`src/rtl/cfgb_pkg.sv`:
```
package cfgb_pkg;

  typedef enum logic [2:0] {
    ST_RESET  = 3'd0,
    ST_SAMPLE = 3'd1,
    ST_LOAD   = 3'd2,
    ST_HALT   = 3'd3,
    ST_RUN    = 3'd4
  } seq_state_t;

  typedef struct packed {
    logic use_eeprom;
    logic reserved;
  } mode_dec_t;

  localparam int unsigned STAT_HALT = 0;
  localparam int unsigned STAT_MERR = 1;
  localparam int unsigned STAT_LERR = 2;

  function automatic mode_dec_t decode_mode(input logic [2:0] m);
    mode_dec_t d;
    d.use_eeprom = (m == 3'd1);
    d.reserved   = (m >= 3'd2);
    return d;
  endfunction

  function automatic logic image_fits(input int unsigned count,
                                      input int unsigned rec_bytes,
                                      input int unsigned rom_bytes);
    return (1 + count * rec_bytes) <= rom_bytes;
  endfunction

endpackage

```
`src/rtl/cfgb_loader.sv`:
```
module cfgb_loader
  import cfgb_pkg::*;
#(
  parameter int REG_AW = 8,
  parameter int DATA_W = 32,
  parameter int ROM_AW = 8
) (
  input  logic              clk,
  input  logic              rst_n,
  input  logic              start,
  output logic              rd_req,
  output logic [ROM_AW-1:0] rd_addr,
  input  logic              rd_done,
  input  logic [7:0]        rd_data,
  input  logic              rd_nack,
  output logic              wr_en,
  output logic [REG_AW-1:0] wr_addr,
  output logic [DATA_W-1:0] wr_data,
  output logic              done,
  output logic              err
);

  localparam int ADDR_BYTES = (REG_AW + 7) / 8;
  localparam int DATA_BYTES = DATA_W / 8;
  localparam int REC_BYTES  = ADDR_BYTES + DATA_BYTES;
  localparam int REC_W      = REC_BYTES * 8;
  localparam int ROM_BYTES  = 1 << ROM_AW;
  localparam int IDX_W      = $clog2(REC_BYTES);
  localparam int ALO        = REC_W - ADDR_BYTES * 8;

  typedef enum logic [1:0] {L_IDLE, L_REQ, L_GAP, L_FIN} ld_state_t;

  ld_state_t         lst;
  logic [ROM_AW-1:0] ptr;
  logic              hdr;
  logic [7:0]        remain;
  logic [IDX_W-1:0]  idx;
  logic [REC_W-1:0]  rec;
  logic [REC_W-1:0]  rec_next;
  logic              err_q;
  logic              wr_en_q;
  logic [REG_AW-1:0] wr_addr_q;
  logic [DATA_W-1:0] wr_data_q;

  // named events
  logic byte_ok;
  logic byte_bad;
  logic rec_last;

  assign rd_req   = (lst == L_REQ);
  assign rd_addr  = ptr;
  assign byte_ok  = rd_req && rd_done && !rd_nack;
  assign byte_bad = rd_req && rd_done && rd_nack;
  assign rec_last = (idx == IDX_W'(REC_BYTES - 1));
  assign rec_next = {rec[REC_W-9:0], rd_data};

  always_ff @(posedge clk or negedge rst_n) begin
    if (!rst_n) begin
      lst       <= L_IDLE;
      ptr       <= '0;
      hdr       <= 1'b0;
      remain    <= '0;
      idx       <= '0;
      rec       <= '0;
      err_q     <= 1'b0;
      wr_en_q   <= 1'b0;
      wr_addr_q <= '0;
      wr_data_q <= '0;
    end else begin
      wr_en_q <= 1'b0;
      case (lst)
        L_IDLE: begin
          if (start) begin
            ptr   <= '0;
            hdr   <= 1'b1;
            idx   <= '0;
            err_q <= 1'b0;
            lst   <= L_REQ;
          end
        end
        L_REQ: begin
          if (byte_bad) begin
            err_q <= 1'b1;
            lst   <= L_FIN;
          end else if (byte_ok && hdr) begin
            hdr <= 1'b0;
            ptr <= ptr + 1'b1;
            if (rd_data == 8'd0) begin
              lst <= L_FIN;
            end else if (!image_fits({24'd0, rd_data}, REC_BYTES, ROM_BYTES)) begin
              err_q <= 1'b1;
              lst   <= L_FIN;
            end else begin
              remain <= rd_data;
              lst    <= L_GAP;
            end
          end else if (byte_ok) begin
            rec <= rec_next;
            ptr <= ptr + 1'b1;
            if (rec_last) begin
              idx       <= '0;
              wr_en_q   <= 1'b1;
              wr_addr_q <= rec_next[ALO +: REG_AW];
              wr_data_q <= rec_next[DATA_W-1:0];
              remain    <= remain - 1'b1;
              lst       <= (remain == 8'd1) ? L_FIN : L_GAP;
            end else begin
              idx <= idx + 1'b1;
              lst <= L_GAP;
            end
          end
        end
        L_GAP:   lst <= L_REQ;
        default: lst <= L_IDLE;
      endcase
    end
  end

  assign wr_en   = wr_en_q;
  assign wr_addr = wr_addr_q;
  assign wr_data = wr_data_q;
  assign done    = (lst == L_FIN);
  assign err     = err_q;

  // A pending request holds its address until the master answers.
  assert_req_hold_R3: assert property (@(posedge clk) disable iff (!rst_n)
    (rd_req && !rd_done) |=> (rd_req && $stable(rd_addr)));

  // A NACK ends the walk at once and discards the partial record.
  assert_nack_stop_R5: assert property (@(posedge clk) disable iff (!rst_n)
    byte_bad |=> (!rd_req && !wr_en && done));

  // An error never coexists with a write of a record.
  assert_err_nowrite_R4: assert property (@(posedge clk) disable iff (!rst_n)
    (err_q && lst != L_IDLE) |-> !wr_en);

endmodule

```
`src/rtl/cfgb_ctrl.sv`:
```
module cfgb_ctrl
  import cfgb_pkg::*;
#(
  parameter int REG_AW = 8,
  parameter int DATA_W = 32,
  parameter logic [REG_AW-1:0] CTRL_ADDR = '1
) (
  input  logic              clk,
  input  logic              rst_n,
  input  logic              set_halt,
  input  logic              set_merr,
  input  logic              set_lerr,
  input  logic              parked,
  input  logic              sw_we,
  input  logic [REG_AW-1:0] sw_addr,
  input  logic [DATA_W-1:0] sw_wdata,
  output logic [DATA_W-1:0] sw_rdata,
  output logic              halt_bit,
  output logic              release_evt
);

  logic merr_q;
  logic lerr_q;
  logic hit;

  assign hit         = (sw_addr == CTRL_ADDR);
  assign release_evt = parked && sw_we && hit && !sw_wdata[STAT_HALT];

  always_ff @(posedge clk or negedge rst_n) begin
    if (!rst_n) begin
      halt_bit <= 1'b0;
      merr_q   <= 1'b0;
      lerr_q   <= 1'b0;
    end else begin
      if (set_halt)         halt_bit <= 1'b1;
      else if (release_evt) halt_bit <= 1'b0;
      if (set_merr) merr_q <= 1'b1;
      if (set_lerr) lerr_q <= 1'b1;
    end
  end

  always_comb begin
    sw_rdata = '0;
    if (hit) begin
      sw_rdata[STAT_HALT] = halt_bit;
      sw_rdata[STAT_MERR] = merr_q;
      sw_rdata[STAT_LERR] = lerr_q;
    end
  end

  assert_merr_sticky_R7: assert property (@(posedge clk) disable iff (!rst_n)
    merr_q |=> merr_q);

  assert_lerr_sticky_R5: assert property (@(posedge clk) disable iff (!rst_n)
    lerr_q |=> lerr_q);

  assert_halt_release_R10: assert property (@(posedge clk) disable iff (!rst_n)
    $fell(halt_bit) |-> $past(sw_we && hit && !sw_wdata[STAT_HALT]));

endmodule

```
`src/rtl/cfgb_boot_seq.sv`:
```
module cfgb_boot_seq
  import cfgb_pkg::*;
#(
  parameter int REG_AW = 8,
  parameter int DATA_W = 32,
  parameter int ROM_AW = 8,
  parameter logic [REG_AW-1:0] CTRL_ADDR = '1
) (
  input  logic              clk,
  input  logic              rst_n,
  input  logic [2:0]        mode_strap,
  input  logic              halt_strap,
  output logic              rd_req,
  output logic [ROM_AW-1:0] rd_addr,
  input  logic              rd_done,
  input  logic [7:0]        rd_data,
  input  logic              rd_nack,
  output logic              cfg_we,
  output logic [REG_AW-1:0] cfg_waddr,
  output logic [DATA_W-1:0] cfg_wdata,
  input  logic              sw_we,
  input  logic [REG_AW-1:0] sw_addr,
  input  logic [DATA_W-1:0] sw_wdata,
  output logic [DATA_W-1:0] sw_rdata,
  output logic              op_run
);

  seq_state_t state;
  seq_state_t state_nx;
  logic [2:0] mode_q;
  logic       halt_q;
  mode_dec_t  dec;

  // named internal events
  logic load_start;
  logic load_end;
  logic sw_live;
  logic sw_pass;
  logic release_evt;
  logic halt_bit;
  logic ld_we;
  logic ld_done;
  logic ld_err;
  logic [REG_AW-1:0] ld_waddr;
  logic [DATA_W-1:0] ld_wdata;

  assign dec        = decode_mode(mode_q);
  assign load_start = (state == ST_SAMPLE) && dec.use_eeprom;
  assign load_end   = (state == ST_LOAD) && ld_done;
  assign sw_live    = (state == ST_HALT) || (state == ST_RUN);
  assign sw_pass    = sw_live && sw_we && (sw_addr != CTRL_ADDR);

  always_comb begin
    state_nx = state;
    case (state)
      ST_RESET:  state_nx = ST_SAMPLE;
      ST_SAMPLE: state_nx = dec.use_eeprom ? ST_LOAD : (halt_q ? ST_HALT : ST_RUN);
      ST_LOAD:   if (ld_done) state_nx = halt_q ? ST_HALT : ST_RUN;
      ST_HALT:   if (release_evt) state_nx = ST_RUN;
      ST_RUN:    state_nx = ST_RUN;
      default:   state_nx = ST_RESET;
    endcase
  end

  always_ff @(posedge clk or negedge rst_n) begin
    if (!rst_n) begin
      state  <= ST_RESET;
      mode_q <= '0;
      halt_q <= 1'b0;
    end else begin
      state <= state_nx;
      if (state == ST_RESET) begin
        mode_q <= mode_strap;
        halt_q <= halt_strap;
      end
    end
  end

  cfgb_loader #(.REG_AW(REG_AW), .DATA_W(DATA_W), .ROM_AW(ROM_AW)) u_loader (
    .clk     (clk),
    .rst_n   (rst_n),
    .start   (load_start),
    .rd_req  (rd_req),
    .rd_addr (rd_addr),
    .rd_done (rd_done),
    .rd_data (rd_data),
    .rd_nack (rd_nack),
    .wr_en   (ld_we),
    .wr_addr (ld_waddr),
    .wr_data (ld_wdata),
    .done    (ld_done),
    .err     (ld_err)
  );

  cfgb_ctrl #(.REG_AW(REG_AW), .DATA_W(DATA_W), .CTRL_ADDR(CTRL_ADDR)) u_ctrl (
    .clk         (clk),
    .rst_n       (rst_n),
    .set_halt    ((state == ST_SAMPLE) && halt_q),
    .set_merr    ((state == ST_SAMPLE) && dec.reserved),
    .set_lerr    (load_end && ld_err),
    .parked      (state == ST_HALT),
    .sw_we       (sw_we),
    .sw_addr     (sw_addr),
    .sw_wdata    (sw_wdata),
    .sw_rdata    (sw_rdata),
    .halt_bit    (halt_bit),
    .release_evt (release_evt)
  );

  assign cfg_we    = ld_we | sw_pass;
  assign cfg_waddr = ld_we ? ld_waddr : sw_addr;
  assign cfg_wdata = ld_we ? ld_wdata : sw_wdata;
  assign op_run    = (state == ST_RUN);

  // Running implies the EEPROM side is quiet.
  assert_run_quiet_R2: assert property (@(posedge clk) disable iff (!rst_n)
    op_run |-> !rd_req);

  // Plain boot never touches the EEPROM.
  assert_plain_noread_R2: assert property (@(posedge clk) disable iff (!rst_n)
    (state != ST_RESET && !dec.use_eeprom) |-> !rd_req);

  // Loader writes appear only while loading.
  assert_ld_in_load_R3: assert property (@(posedge clk) disable iff (!rst_n)
    ld_we |-> (state == ST_LOAD));

  // Before parking or running, only the loader may write.
  assert_sw_drop_R12: assert property (@(posedge clk) disable iff (!rst_n)
    (!sw_live && !ld_we) |-> !cfg_we);

  // Parked means not running and the park bit is held.
  assert_park_hold_R9: assert property (@(posedge clk) disable iff (!rst_n)
    (state == ST_HALT) |-> (halt_bit && !op_run));

  // Straps are frozen once sampled.
  assert_strap_frozen_R8: assert property (@(posedge clk) disable iff (!rst_n)
    (state != ST_RESET) |=> $stable(mode_q));

endmodule

```
`config.mk`:
```
export PLATFORM = sky130hd
export DESIGN_NAME = cfgb_boot_seq
export DESIGN_NICKNAME = d
export VERILOG_FILES = /design/src/rtl/cfgb_pkg.sv /design/src/rtl/cfgb_loader.sv /design/src/rtl/cfgb_ctrl.sv /design/src/rtl/cfgb_boot_seq.sv
export SDC_FILE = /design/constraint.sdc
export NUM_CORES = 1
export LEC_CHECK = 0
export BUFFER_PORTS_ARGS = -buffer_cell sky130_fd_sc_hd__buf_2
export CAP_MARGIN = 10
export CORE_MARGIN = 4
export CORE_UTILIZATION = 40
export CTS_BUF_LIST = sky130_fd_sc_hd__clkbuf_8
export CTS_CLUSTER_SIZE = 20
export DETAILED_ROUTE_END_ITERATION = 16
export PLACE_DENSITY_LB_ADDON = 0.15
export SYNTH_ARGS = -nofsm -noshare
export SYNTH_HDL_FRONTEND = slang
export SYNTH_SLANG_ARGS = --single-unit
```
`constraint.sdc`:
```
create_clock -name clk -period 2.6 [get_ports clk]
set_input_delay 0.39 -clock clk [delete_from_list [all_inputs] [get_ports clk]]
set_output_delay 0.39 -clock clk [all_outputs]
set_load 0.05 [all_outputs]
```
Word-level counts from Yosys, hierarchy flattened:

Cells that the tools add are included.

* equal/unequal tests: 26
* multiply operators: 1
* bitwise gates (word level): 3
* add/sub/neg operators: 4
* magnitude comparators: 2
* multiplexer cells: 50
* reductions and logical operators: 33

Operators with widths (number)
* $mux 8: 10
* $le 32x9->1 const B: 1
* $mux 32: 1
* $mux 3: 10
* $ne 2x2->1 const B: 9
* $mux 1: 17
* $pmux 8 s2: 1
* $pmux 3 s5: 1
* $reduce_and 5->1: 3
* $logic_and 1x1->1: 14
* $add 1x11->12 const A: 1
* $mux 2: 6
* $ne 3x3->1 const B: 4
* $reduce_and 4->1: 3
* $mul 8x3->11 const B: 1
* $add 8x1->8 const B: 1
* $eq 8x1->1 const B: 1
* $eq 8x8->1 const B: 1
* $logic_not 8->1: 1
* $ne 8x8->1 const B: 1
* $reduce_bool 2->1: 4
* $sub 8x1->8 const B: 1
* $eq 3x1->1 const B: 2
* $eq 3x2->1 const B: 2
* 17 further kinds: 23

* output and inout bits: 83
* register bits: 106
* logic and storage cells: 135
* bits of input ports: 57

Longest topological paths before layout:

Gate-level depths: netlist of the first run.

* word-level depth: 8
* gate-level depth with buffers: 9
* mapped depth without buffers: 8

Cells and area by module:

From an unflattened synthesis of the first run, not the netlist that was laid out.

* cells, all modules: 642
* area, all modules: 5861.9 um2

Modules (own cells, without submodules)
* cfgb_loader: seq. area each 2402.3 um2, cells an instance 506, area each 4491.8 um2, times used 1
* cfgb_boot_seq: seq. area each 175.2 um2, cells an instance 89, area each 978.4 um2, times used 1
* cfgb_ctrl: seq. area each 75.1 um2, cells an instance 47, area each 391.6 um2, times used 1

Worst setup path after synthesis of the first run:

OpenSTA, ideal clock, no wires.

* path type: input -> register
* from: in rd_data[4]
* to: reg u_loader.remain[1]
* stages on the path: 8
* setup time: 0.125 ns
* arrival time: 2.425 ns
* required time: 2.475 ns
* slack: 0.050 ns
* buffers on the path: 0
* cells stage by stage: ha_1 ha_1 nor2b_1 a221o_1 nor3_2 nand4_2 nand3_4 mux2_4

* word-level cells in the longest chain between the ends: 5
* elaborated cells on any way between the ends: 7
* those cells by class: 1 x add/sub; 1 x mul; 1 x order compare; 2 x eq/ne; 2 x reduce/logical

Ends and longest elaborated chain
* from (decl): line cfgb_boot_seq.sv:16 `input logic [7:0] rd_data,`
* $mul 8x3->11: line cfgb_pkg.sv:30 `return (1 + count * rec_bytes) <= rom_bytes;`
* $add 1x11->12: line cfgb_pkg.sv:30
* $le 32x9->1: line cfgb_pkg.sv:30
* $ne 2x2->1 (no line)
* $reduce_and 6->1 (no line) *
* to (signal assigned): line cfgb_loader.sv:94 `remain <= rd_data;`
* to (signal assigned): line cfgb_loader.sv:105 `remain <= remain - 1'b1;`
* to (decl): line cfgb_loader.sv:36 `logic [7:0] remain;`

Mark *: on every way between the ends. The rest lies on a longest branch, timed or not.
A chain may end at the register's enable or synchronous reset.

Final worst setup path of the first run:

* from: in rd_data[3]
* to: reg u_loader.remain[0]

Same word-level chain as after synthesis.

==> results_dict.tcl, run 1 <==
set metrics [dict create \
    status "finished, final reports clean" \
    hold_viol 0 \
    placed_area_um2 6590 \
    finalCriticalPeriod_ps 2350 \
    p_leak_nw 3.45 \
    grt_max_degree 68 \
    wirelength_mm 12.9 \
    cts_buffers 9 \
    period_share_pct 90.4 \
    regToRegSetupSlack_ps 400 \
    grt_remaining_overflow 0 \
    irDropWorstVdd_v 0.000288 \
    cp-startpoint "rd_data[3]" \
    synth_cells 565 \
    grt_pass1_vias 4259 \
    slew_violations 0 \
    maxSlewHeadroom_pct 40.9 \
    multi_input_area_um2 2850 \
    crit_slowest_cell "ha_1" \
    synth_area_um2 5750 \
    reg2reg_from "u_loader.lst[0]" \
    ys_top_cells_by_area "dfrtp_1 46%, mux2_2 15%, nand2_1 8.8%, buf_4 3.9%, ha_1 3.9%" \
    critPathMaxFanout 5 \
    grt_pass1_wl_mm 20.6 \
    drt_first_pass_iters 4 \
    hold_buffers 0 \
    finalInstanceArea_um2 6780 \
    nNetsFinal 765 \
    slowest_delay_ps 350 \
    cts_tree "yes" \
    cp-start-kind "input port" \
    place_congestion 0.848 \
    ant_nets 0 \
    fillers 1311 \
    synth_edf_count 0 \
    fp.coreArea_um2 14000 \
    antenna_found_initial 0 \
    via_count 4386 \
    die_h_um 128 \
    dp_hpwl_mm 9.50 \
    power.density_nw_per_um2 763 \
    cts-htree-levels 3 \
    r2r-end "u_loader.wr_data[1]" \
    initial_core_util_pct 41.1 \
    syn_to_final_growth_pct 17.9 \
    drc 0 \
    async_reset_ff_share_pct 100 \
    crit_path_end "u_loader.remain[0]" \
    wire_per_inst_um 14.7 \
    synth.top_cell.area_share_pct 46.1 \
    critPathMostFrequentCell "ha_1" \
    hp-class "input port to asynchronous set/reset pin" \
    crit_chain "buf_2, ha_1, ha_1, a211oi_2, o21ai_0, a22oi_1, nand4_2, buf_4, a41oi_1, o21ai_1" \
    critPathKind "input port to register" \
    skew_ps 19.7 \
    synth.avg_cell_area_um2 10.2 \
    seqCellArea_um2 2650 \
    ys.flop_type "dfrtp_1" \
    die_w_um 128 \
    port_buffers 110 \
    cts.path.max_buffers 2 \
    vias_per_cell 5.01 \
    dieArea_um2 16400 \
    clock-root-buffer "clkbuf_8" \
    clk_latency_ps 380 \
    diodes 0 \
    first_iter_violations 219 \
    tightest_slew_ps 886 \
    maxCapViolations 0 \
    clock_sinks 106 \
    yosysSeqAreaShare_pct 46.1 \
    clk_pin_slew_ps 100 \
    required_ps 2850 \
    end_kind "register" \
    arrival_ps 2600 \
    r2r_cells 7 \
    finalSetupViolations 0 \
    io_pins 140 \
    grt_setup_unrepaired "no" \
    fmax_ghz 0.425 \
    finalSetupTns_ps 0 \
    row_count 43 \
    drive_gt1_share_pct 37.3 \
    yosysTopAreaCell "dfrtp_1" \
    ys_ff_latch 106 \
    yosysWarnings 0 \
    grt_usage_pct 15.5 \
    ys_types 58 \
]
==> where the power goes <==
group,total [W],switching (W),internal (W),leakage (nW)
logic,0.00174,0.000975,0.000762,1.95
registers,0.00245,0.000389,0.00206,1.41
clock network,0.000992,0.000618,0.000373,0.0964
==> state kept, by name, summed over array words and instances (netlist names), 2 cells and up <==
register          cells
u_loader.rec         32
state                 3
mode_q                3
u_loader.remain       8
u_loader.wr_data     32
u_loader.idx          3
u_loader.lst          2
u_loader.rd_addr      8
u_loader.wr_addr      8
==> cell families after synthesis <==
family,share of synthesized area (%)
buffers and inverters,6.46
adder cells (fa/ha/maj),3.91
other,0.0652
flip-flops,46.1
AO/OA/AOI/OAI,8.29
AND/OR/NAND/NOR,17.6
XOR/XNOR,1.50
multiplexers,16.1
==> critical path, delay by kind of cell <==
kind                     cells  cell delay (ps)
buffers and inverters        2              330
AO/OA/AOI/OAI                5             1060
AND/OR/NAND/NOR              1              200
adder cells (fa/ha/maj)      2              630
==> stage by stage <==
step | hold slack (ps) | util (%) | power [W] | setup slack [ps] | instances
after floorplan | 94.4 | - | 0.00374 | 49.5 | 593
after global routing | 179 | 48.5 | 0.00550 | 110 | 875
after detailed placement | 455 | 47.1 | 0.00422 | -261 | 859
after CTS | 158 | 48.5 | 0.00522 | 150 | 875
after global placement | 447 | 47.1 | 0.00417 | -97.1 | 859
final | 111 | 48.5 | 0.00518 | 249 | 875
==> Yosys cell counts, types with 4 or more instances <==
master    instances
a21oi_1          14
a31oi_1           9
and2_1            4
and3_1            4
buf_1             4
buf_2             6
buf_4            30
clkbuf_1         11
dfrtp_1         106
ha_1             18
inv_1            15
mux2_2           77
mux2_4            4
nand2_1         135
nand3_1           6
nand4_1           6
nor2_1           32
nor2b_1           4
nor3_1            7
o21ai_0           5
or3_1             4
xor2_1            6
==> metal layers <==
metal / wire length [um] / up-vias / global-route usage, %
met4: 181 / 0 / 4.49
met5: 0 / - / 0
met3: 767 / 14 / 3.46
met1: 6110 / 2114 / 21.5
met2: 5830 / 120 / 24.5
li1: - / 2138 / -
==> what timing repair did <==
action	CTS	global route
resized for setup	0	1
endpoints found under the setup margin	0	1
setup buffers	0	0
==> final cells by class <==
class	count	area share (%)
repair buffers	137	11.9
multi-input cells	420	41.9
well taps	180	3.32
clock buffers	9	1.83
inverters	16	0.885
flip-flops and latches	106	39.1
clock inverters	7	1.01
==> how the worst min path moves through the flow <==
| stage | start | to | slack [ps] | cells past startpoint |
|---|---|---|---|---|
| 2_1_floorplan | rst_n | halt_q | 90 | 0 |
| 3_3_place_gp | u_loader.rec[28] | u_loader.wr_addr[4] | 450 | 2 |
| 3_5_place_dp | u_loader.rec[28] | u_loader.wr_addr[4] | 460 | 2 |
| 4_1_cts | rst_n | u_loader.wr_data[6] | 160 | 1 |
| 5_1_grt | rst_n | u_loader.wr_data[1] | 180 | 1 |
| 6_report | rst_n | u_loader.wr_data[1] | 110 | 1 |
==> placed cells by master, fill, tap and decap left out, types with 4 or more instances in the layout <==
cell type | Yosys | final
ha_1 | 18 | 18
or3_1 | 4 | 4
buf_12 | 0 | 4
conb_1 | 1 | 29
dfrtp_1 | 106 | 105
buf_4 | 30 | 24
nand4_1 | 6 | 6
nor3_1 | 7 | 7
a31oi_1 | 9 | 9
clkbuf_8 | 0 | 9
a21oi_1 | 14 | 14
inv_1 | 15 | 15
mux2_4 | 4 | 4
nor2b_1 | 4 | 4
nand2_1 | 135 | 135
nor2_1 | 32 | 32
o21ai_0 | 5 | 5
xor2_1 | 6 | 6
nand3_1 | 6 | 5
and3_1 | 4 | 4
mux2_2 | 77 | 77
buf_2 | 6 | 109
Note: power is estimated with default switching activity, not from simulation.
==> run 2: changes to the inputs <==
--- a/config.mk
+++ b/config.mk
@@ -12,6 +12,7 @@
 export CTS_BUF_LIST = sky130_fd_sc_hd__clkbuf_8
 export CTS_CLUSTER_SIZE = 20
 export DETAILED_ROUTE_END_ITERATION = 16
+export MAX_ROUTING_LAYER = met4
 export PLACE_DENSITY_LB_ADDON = 0.15
 export SYNTH_ARGS = -nofsm -noshare
 export SYNTH_HDL_FRONTEND = slang
==> results_dict.tcl, run 2 (synthesis results as in run 1) <==
set metrics [dict create \
    status "finished, final reports clean" \
    crit_chain "buf_2, ha_1, ha_1, a211oi_1, o21ai_0, a22oi_1, nand4_2, buf_4, a41oi_1, o21ai_1" \
    grt_max_degree 50 \
    slew_violations 0 \
    grt_remaining_overflow 0 \
    finalCriticalPeriod_ps 2460 \
    hp-class "input port to asynchronous set/reset pin" \
    reg2reg_from "u_loader.lst[0]" \
    crit_slowest_cell "a211oi_1" \
    grt_pass1_vias 4253 \
    drc 0 \
    p_leak_nw 3.46 \
    arrival_ps 2720 \
    clk_pin_slew_ps 100 \
    dp_slack_ps -256 \
    ant_nets 0 \
    post_cts.repair.setup_buffers 0 \
    irDropWorstVdd_v 0.000289 \
    regToRegSetupSlack_ps 410 \
    die_w_um 128 \
    drive_gt1_share_pct 37.3 \
    antenna_found_initial 0 \
    crit_buf_inv 2 \
    dieArea_um2 16400 \
    period_share_pct 94.8 \
    port_buffers 110 \
    grt_setup_unrepaired "no" \
    maxCapViolations 0 \
    layout_common_cells "135 x nand2_1, 109 x buf_2, 105 x dfrtp_1, 77 x mux2_2, 32 x nor2_1" \
    initial_core_util_pct 41.1 \
    fmax_ghz 0.406 \
    fp.coreArea_um2 14000 \
    wire_per_inst_um 14.8 \
    critPathMaxFanout 5 \
    maxSlewHeadroom_pct 56.3 \
    nNetsFinal 767 \
    required_ps 2850 \
    dp_hpwl_mm 9.59 \
    drt_first_pass_iters 4 \
    cts_tree "yes" \
    end_kind "register" \
    grt_pass1_wl_mm 21.2 \
    critPathKind "input port to register" \
    first_iter_violations 299 \
    finalSetupViolations 0 \
    cts_buffers 9 \
    vias_per_cell 4.98 \
    tightest_slew_ps 655 \
    setup_ws_ps 136 \
    critPathMostFrequentCell "ha_1" \
    die_h_um 128 \
    crit_family "compound AO/OA/AOI/OAI gates" \
    cts.path.max_buffers 2 \
    via_count 4367 \
    clk_latency_ps 380 \
    power.density_nw_per_um2 764 \
    holdWs_ps 37.7 \
    r2r-end "u_loader.remain[0]" \
    slowest_delay_ps 410 \
    io_pins 140 \
    r2r_cells 7 \
    final_common_cell "nand2_1" \
    clock-root-buffer "clkbuf_8" \
    grt_usage_pct 16.3 \
    cts_resized 0 \
    clock_sinks 106 \
    place_congestion 0.845 \
    cp-start-kind "input port" \
    syn_to_final_growth_pct 18.1 \
    diodes 0 \
    row_count 43 \
    hold_viol 0 \
    hold_buffers 0 \
    wirelength_mm 12.9 \
    cts-htree-levels 3 \
    skew_ps 14.9 \
]
==> run 2: layout make-up <==
class / count / area (um2)
Sequential cell: 106 / 2650
Multi-Input combinational cell: 420 / 2840
Fill cell: 1320 / 7200
Clock inverter: 7 / 67.6
Timing Repair Buffer: 139 / 821
Tap cell: 180 / 225
Clock buffer: 9 / 124
Inverter: 16 / 60.1
==> run 2: worst register-to-register path, cell delays in order, from the launching register on <==
cell,delay (ps)
dfrtp_1,470
and4bb_1,520
o211ai_4,170
a31oi_1,220
nand4_2,180
buf_4,200
a41oi_1,220
o21ai_1,100
==> run 2: worst max-delay path by stage <==
stage	start	end	slack (ps)	cells after the start
after global placement	rd_data[3]	u_loader.remain[6]	-80	9
after floorplan	rd_data[4]	u_loader.remain[1]	50	8
final	rd_data[3]	u_loader.remain[0]	140	10
after detailed placement	rd_data[3]	u_loader.remain[0]	-260	10
after global routing	rd_data[3]	u_loader.remain[3]	50	9
after CTS	rd_data[3]	u_loader.remain[0]	150	10
==> run 2: metal layers <==
layer	global-route usage [%]	wire length, um
met2	25.3	5930
met3	2.96	750
met1	22.3	6120
met5	-	0
met4	4.12	142
==> run 2: where the power goes <==
part	switching, W	total, W	internal (W)
registers	0.000386	0.00245	0.00206
logic	0.000986	0.00175	0.000761
clock network	0.000619	0.000993	0.000374
==> run 2: per-stage QoR <==
stage / instance area (um2) / cells / TNS, ps / power (W) / util (%)
floorplan: 5860 / 593 / 0 / 0.00374 / -
global placement: 6600 / 861 / -650 / 0.00417 / 47.2
detailed placement: 6600 / 861 / -1940 / 0.00423 / 47.2
CTS: 6790 / 877 / 0 / 0.00524 / 48.6
global route: 6790 / 877 / 0 / 0.00551 / 48.6
finish: 6790 / 877 / 0 / 0.00519 / 48.6
